--- src/rtl/spi_latch_pkg.sv ---
`timescale 1ns/1ps
package spi_latch_pkg;

   typedef enum logic [1:0] {
      ST_IDLE  = 2'd0,
      ST_SHIFT = 2'd1,
      ST_LATCH = 2'd2
   } seq_state_t;

   function automatic int unsigned width_of(input int unsigned n);
      return (n > 1) ? $clog2(n) : 1;
   endfunction

endpackage

--- src/rtl/spi_latch_txbuf.sv ---
`timescale 1ns/1ps
module spi_latch_txbuf #(
   parameter int unsigned DATA_W = 8
) (
   input  logic              clk_i,
   input  logic              rst_ni,
   input  logic              wr_en_i,
   input  logic [DATA_W-1:0] wr_data_i,
   input  logic              take_i,
   output logic              full_o,
   output logic [DATA_W-1:0] data_o
);

   always_ff @(posedge clk_i or negedge rst_ni) begin
      if (!rst_ni) begin
         full_o <= 1'b0;
         data_o <= '0;
      end else if (take_i) begin
         full_o <= 1'b0;
      end else if (wr_en_i && !full_o) begin
         full_o <= 1'b1;
         data_o <= wr_data_i;
      end
   end

endmodule

--- src/rtl/spi_latch_bitorder.sv ---
`timescale 1ns/1ps
module spi_latch_bitorder #(
   parameter int unsigned DATA_W    = 8,
   parameter bit          MSB_FIRST = 1'b1
) (
   input  logic [DATA_W-1:0] word_i,
   output logic              bit_o,
   output logic [DATA_W-1:0] next_o
);

   generate
      if (MSB_FIRST) begin : g_msb
         assign bit_o  = word_i[DATA_W-1];
         assign next_o = {word_i[DATA_W-2:0], 1'b0};
      end else begin : g_lsb
         assign bit_o  = word_i[0];
         assign next_o = {1'b0, word_i[DATA_W-1:1]};
      end
   endgenerate

endmodule

--- src/rtl/spi_latch_seq.sv ---
`timescale 1ns/1ps
module spi_latch_seq
   import spi_latch_pkg::*;
#(
   parameter int unsigned DATA_W    = 8,
   parameter int unsigned CLK_DIV   = 4,
   parameter int unsigned CS_GAP    = 2,
   parameter bit          MSB_FIRST = 1'b1
) (
   input  logic              clk_i,
   input  logic              rst_ni,
   input  logic              buf_full_i,
   input  logic [DATA_W-1:0] buf_data_i,
   output logic              take_o,
   output logic              busy_o,
   output logic              sck_o,
   output logic              mosi_o,
   output logic              cs_n_o
);

   localparam int unsigned PH_W  = width_of(CLK_DIV);
   localparam int unsigned BIT_W = width_of(DATA_W);
   localparam int unsigned GAP_W = width_of(CS_GAP + 1);
   localparam logic [PH_W-1:0]  PH_LAST  = PH_W'(CLK_DIV - 1);
   localparam logic [PH_W-1:0]  PH_HALF  = PH_W'(CLK_DIV / 2);
   localparam logic [BIT_W-1:0] BIT_LAST = BIT_W'(DATA_W - 1);
   localparam logic [GAP_W-1:0] GAP_LOAD = GAP_W'(CS_GAP);

   seq_state_t        st_q;
   logic [PH_W-1:0]   ph_q;
   logic [BIT_W-1:0]  bitn_q;
   logic [GAP_W-1:0]  gap_q;
   logic [DATA_W-1:0] shreg_q;
   logic [DATA_W-1:0] shreg_next;
   logic              cur_bit;
   logic              bit_end;
   logic              byte_end;
   logic              start_ok;

   spi_latch_bitorder #(
      .DATA_W    (DATA_W),
      .MSB_FIRST (MSB_FIRST)
   ) u_order (
      .word_i (shreg_q),
      .bit_o  (cur_bit),
      .next_o (shreg_next)
   );

   assign bit_end  = (st_q == ST_SHIFT) && (ph_q == PH_LAST);
   assign byte_end = bit_end && (bitn_q == BIT_LAST);
   assign start_ok = (st_q == ST_IDLE) && (gap_q == '0);
   assign take_o   = buf_full_i && (start_ok || byte_end);

   always_ff @(posedge clk_i or negedge rst_ni) begin
      if (!rst_ni) begin
         st_q    <= ST_IDLE;
         ph_q    <= '0;
         bitn_q  <= '0;
         gap_q   <= '0;
         shreg_q <= '0;
      end else begin
         unique case (st_q)
            ST_IDLE: begin
               if (gap_q != '0) begin
                  gap_q <= gap_q - 1'b1;
               end else if (buf_full_i) begin
                  st_q    <= ST_SHIFT;
                  ph_q    <= '0;
                  bitn_q  <= '0;
                  shreg_q <= buf_data_i;
               end
            end
            ST_SHIFT: begin
               if (ph_q == PH_LAST) begin
                  ph_q <= '0;
                  if (bitn_q == BIT_LAST) begin
                     if (buf_full_i) begin
                        shreg_q <= buf_data_i;
                        bitn_q  <= '0;
                     end else begin
                        st_q <= ST_LATCH;
                     end
                  end else begin
                     bitn_q  <= bitn_q + 1'b1;
                     shreg_q <= shreg_next;
                  end
               end else begin
                  ph_q <= ph_q + 1'b1;
               end
            end
            ST_LATCH: begin
               st_q  <= ST_IDLE;
               gap_q <= GAP_LOAD;
            end
            default: st_q <= ST_IDLE;
         endcase
      end
   end

   assign cs_n_o = (st_q == ST_IDLE);
   assign sck_o  = (st_q == ST_SHIFT) && (ph_q >= PH_HALF);
   assign mosi_o = (st_q == ST_SHIFT) && cur_bit;
   assign busy_o = (st_q == ST_SHIFT) || buf_full_i;

endmodule

--- src/rtl/spi_latch_tx.sv ---
`timescale 1ns/1ps
module spi_latch_tx #(
   parameter int unsigned DATA_W    = 8,
   parameter int unsigned CLK_DIV   = 4,
   parameter int unsigned CS_GAP    = 2,
   parameter bit          MSB_FIRST = 1'b1
) (
   input  logic              clk_i,
   input  logic              rst_ni,
   input  logic              wr_en_i,
   input  logic [DATA_W-1:0] wr_data_i,
   output logic              txe_o,
   output logic              busy_o,
   output logic              sck_o,
   output logic              mosi_o,
   output logic              cs_n_o
);

   generate
      if (CLK_DIV < 2 || (CLK_DIV % 2) != 0) begin : g_bad_div
         $error("spi_latch_tx: CLK_DIV must be even and at least 2");
      end
      if (DATA_W < 2) begin : g_bad_width
         $error("spi_latch_tx: DATA_W must be at least 2");
      end
   endgenerate

   logic              buf_full;
   logic [DATA_W-1:0] buf_data;
   logic              take;

   spi_latch_txbuf #(
      .DATA_W (DATA_W)
   ) u_buf (
      .clk_i     (clk_i),
      .rst_ni    (rst_ni),
      .wr_en_i   (wr_en_i),
      .wr_data_i (wr_data_i),
      .take_i    (take),
      .full_o    (buf_full),
      .data_o    (buf_data)
   );

   spi_latch_seq #(
      .DATA_W    (DATA_W),
      .CLK_DIV   (CLK_DIV),
      .CS_GAP    (CS_GAP),
      .MSB_FIRST (MSB_FIRST)
   ) u_seq (
      .clk_i      (clk_i),
      .rst_ni     (rst_ni),
      .buf_full_i (buf_full),
      .buf_data_i (buf_data),
      .take_o     (take),
      .busy_o     (busy_o),
      .sck_o      (sck_o),
      .mosi_o     (mosi_o),
      .cs_n_o     (cs_n_o)
   );

   assign txe_o = !buf_full;

endmodule

--- config.mk ---
export PLATFORM = sky130hd
export DESIGN_NAME = spi_latch_tx
export DESIGN_NICKNAME = d
export VERILOG_FILES = /design/src/rtl/spi_latch_pkg.sv /design/src/rtl/spi_latch_txbuf.sv /design/src/rtl/spi_latch_bitorder.sv /design/src/rtl/spi_latch_seq.sv /design/src/rtl/spi_latch_tx.sv
export SDC_FILE = /design/constraint.sdc
export NUM_CORES = 1
export LEC_CHECK = 0
export ABC_CLOCK_PERIOD_IN_PS = 2100
export CAP_MARGIN = 20
export CORE_ASPECT_RATIO = 1.5
export CORE_UTILIZATION = 48
export DETAILED_ROUTE_END_ITERATION = 12
export PLACE_DENSITY = 0.8
export SLEW_MARGIN = 5
export SYNTH_ARGS = -nofsm -noshare
export SYNTH_HDL_FRONTEND = slang
export SYNTH_SLANG_ARGS = --single-unit
--- constraint.sdc ---
create_clock -name clk_i -period 2.1 [get_ports clk_i]
set_input_delay 0.21 -clock clk_i [delete_from_list [all_inputs] [get_ports clk_i]]
set_output_delay 0.21 -clock clk_i [all_outputs]
set_load 0.02 [all_outputs]
==> impl_metrics.ini, run 1 <==
[critical_path]
crit_slowest_cell = a221o_1
slowest_delay_ns = 0.44
critical_path.max_fanout = 9
crit_required_ns = 2.31
crit_type = flop to flop
crit_path_end_kind = flop
rrSetupSlack_ns = 0.07
cp_data_arrival_time_ns = 2.24
startpoint_type = flop
cpMostUsedCell = ha_1
cp_cell_sequence = ha_1 > ha_1 > or3b_1 > a221o_1 > o2bb2ai_1

[logic_synthesis]
ys_seq_area_share_pct = 50.4
synthesis.nets = 131
synth_top_area_share_pct = 50.4
synth_cells = 114
avgSynthCellArea_um2 = 11.3
yosys.area.top_type = dfrtp_1
synthDistinctLibCells = 29
yosysWarnings = 0
synthTopCellsByArea = dfrtp_1, mux2_2, o2bb2ai_1
synth-seq-cells = 26
syn_area_um2 = 1290

[finish]
diodes = 0
nFillCells = 201
multi_input_comb_area_um2 = 587
nNetsFinal = 149
drive_gt1_share_pct = 15.4
register_area_um2 = 653
area_growth_pct = 17.1
fin_area_um2 = 1510

[cts]
cts.path.max_buffers = 2
cts_made_buffers = 3
clk_latency_ns = 0.33
cts_sinks = 26
cts_tree = yes
cts_setup_buffers = 0
clk_pin_slew_ns = 0.14
root_buffer = clkbuf_4
htreeDepth = 1

[place]
port_buffers = 15
placed_area_um2 = 1490
gp_congestion = 0.709
pre_cts_slack_ns = 0.137
place_hpwl_um = 1720

[detailed_routing]
drtAntennaViolNets = 0
drc = 0
wl_um = 2380
wl_per_cell_um = 14.3
vias_per_cell = 5.59
drt_iter0_drc = 29
firstDrtPassIters = 4
vias = 928

[job]
max-cap-violations = 0

[sta]
fin_ws_ns = 0.0716
max_freq_mhz = 493
setup_violations = 0
rsz0062_at_grt = no
period_share_pct = 96.6
worst_pin_slew_ns = 0.331
finalMaxSlewViolations = 0
fin_setup_tns_ns = 0
fin_crit_ns = 2.03
clock_skew_ns = 0.00868
relSlewSlack_pct = 77.9
hold_viol = 0
hold_ws_ns = 0.226

[pwr]
p_total_mw = 1.76
power.density_nw_per_um2 = 1170
p_leak_nw = 0.659
vdd_drop_max_mv = 0.716

[global_routing]
grt_pass1_vias = 931
grt_pass1_wl_um = 3970
antenna_found_initial = 0
grt_use_total_pct = 18.9
grt_max_degree = 27
overflow = 0

[die]
initial_core_util_pct = 51.5
die_w_um = 44.4
pin_count = 16
die_area_um2 = 2910
chipHeight_um = 65.5
core_area_um2 = 2500
std_cell_rows = 22

[outcome]
status = completed

[min_path]
min_path_type = input pin to async pin
==> cell type report <==
type / instances / share of cell area (%)
sequential: 26 / 43.2
multi-input combinational: 76 / 38.8
timing repair buffer: 20 / 12.3
tap: 36 / 2.98
clock buffer: 3 / 1.49
inverter: 5 / 1.24
==> routing by layer <==
layer,track usage [%],vias up,wire length (µm)
met3,3.57,4,77
li1,-,441,-
met5,0,-,0
met1,23.1,460,1060
met4,11.4,0,54
met2,30.0,23,1190
==> flip-flops by register name, indices dropped and copies added (netlist names) <==
register,cells
u_buf.full_o,1
u_buf.data_o,8
u_seq.gap_q,2
u_seq.shreg_q,8
u_seq.st_q,2
u_seq.bitn_q,3
u_seq.ph_q,2
==> path summary, 6_finish.rpt <==
| path | startpoint | end | cells after the start |
|---|---|---|---|
| max | u_seq.bitn_q[0] | u_seq.shreg_q[1] | 5 |
| max in group asynchronous | rst_ni | u_seq.st_q[1] | 2 |
| max reg2reg | u_seq.bitn_q[0] | u_seq.shreg_q[1] | 5 |
| min reg2reg | u_seq.shreg_q[7] | u_seq.shreg_q[7] | 1 |
| min in group clk_i | wr_data_i[2] | u_buf.data_o[2] | 2 |
| min | rst_ni | u_seq.shreg_q[2] | 2 |
==> cells by family (layout without fill, tap and decap cells) <==
logic type,after synthesis,count (layout),share of synthesized area (%)
AOI/OAI and AO/OA,28,28,16.1
adders and majority gates,6,6,5.81
buffers and inverters,12,28,4.17
DFF,26,26,50.4
muxes,15,15,12.4
and+or+nand+nor,27,27,11.1
==> cell usage after synthesis, drive strengths merged <==
cell / n
dfrtp: 26
o2bb2ai: 9
mux2: 8
and2: 7
mux2i: 7
ha: 6
clkbuf: 5
inv: 5
nand2: 5
nor2: 5
o21ai: 5
a21oi: 4
a221o: 2
a22o: 2
buf: 2
nand2b: 2
nand3: 2
nor3: 2
or3b: 2
a211oi: 1
a21o: 1
a22oi: 1
a2bb2oi: 1
nor2b: 1
o21bai: 1
o31ai: 1
or2: 1
==> what timing repair did <==
action,in CTS,in global routing
hold buffers,0,0
resized for setup,3,1
setup endpoints to repair,2,1
pin swaps,0,0
==> metrics by stage <==
stage	std cells	utilization, %
floorplan	114	-
global placement	163	59.4
detailed placement	163	59.4
CTS	166	60.3
global route	166	60.3
finish	166	60.3
==> critical path: cells and delay by family, from the launching register on <==
family	cells	cell delay (ns)
AOI/OAI and AO/OA	2	0.63
and+or+nand+nor	1	0.39
adders and majority gates	2	0.45
DFF	1	0.43
==> cell usage in the layout (no fill, tap or decap), types with 4 or more instances in the layout <==
cell             count
a21oi_1              4
and2_1               7
buf_4                5
clkdlybuf4s50_1     13
dfrtp_1             24
ha_1                 6
inv_1                5
mux2_2               8
mux2i_1              7
nand2_1              5
nor2_1               5
o21ai_0              5
o2bb2ai_1            9
==> power by group <==
group / internal [mW] / total [mW] / switching, mW
registers: 0.695 / 0.816 / 0.120
logic: 0.386 / 0.731 / 0.345
clock network: 0.0676 / 0.214 / 0.146
Note: power is estimated with default switching activity, not from simulation.
==> run 2: changes to the inputs <==
SLEW_MARGIN = not set   (was 5)
==> results of run 2 <==
Final layout, timing and power as in run 1 (identical DEF).
==> run 3: changes to the inputs <==
SKIP_LAST_GASP = 1   (was not set)
==> results of run 3 <==
Final layout, timing and power as in run 1 (identical DEF).
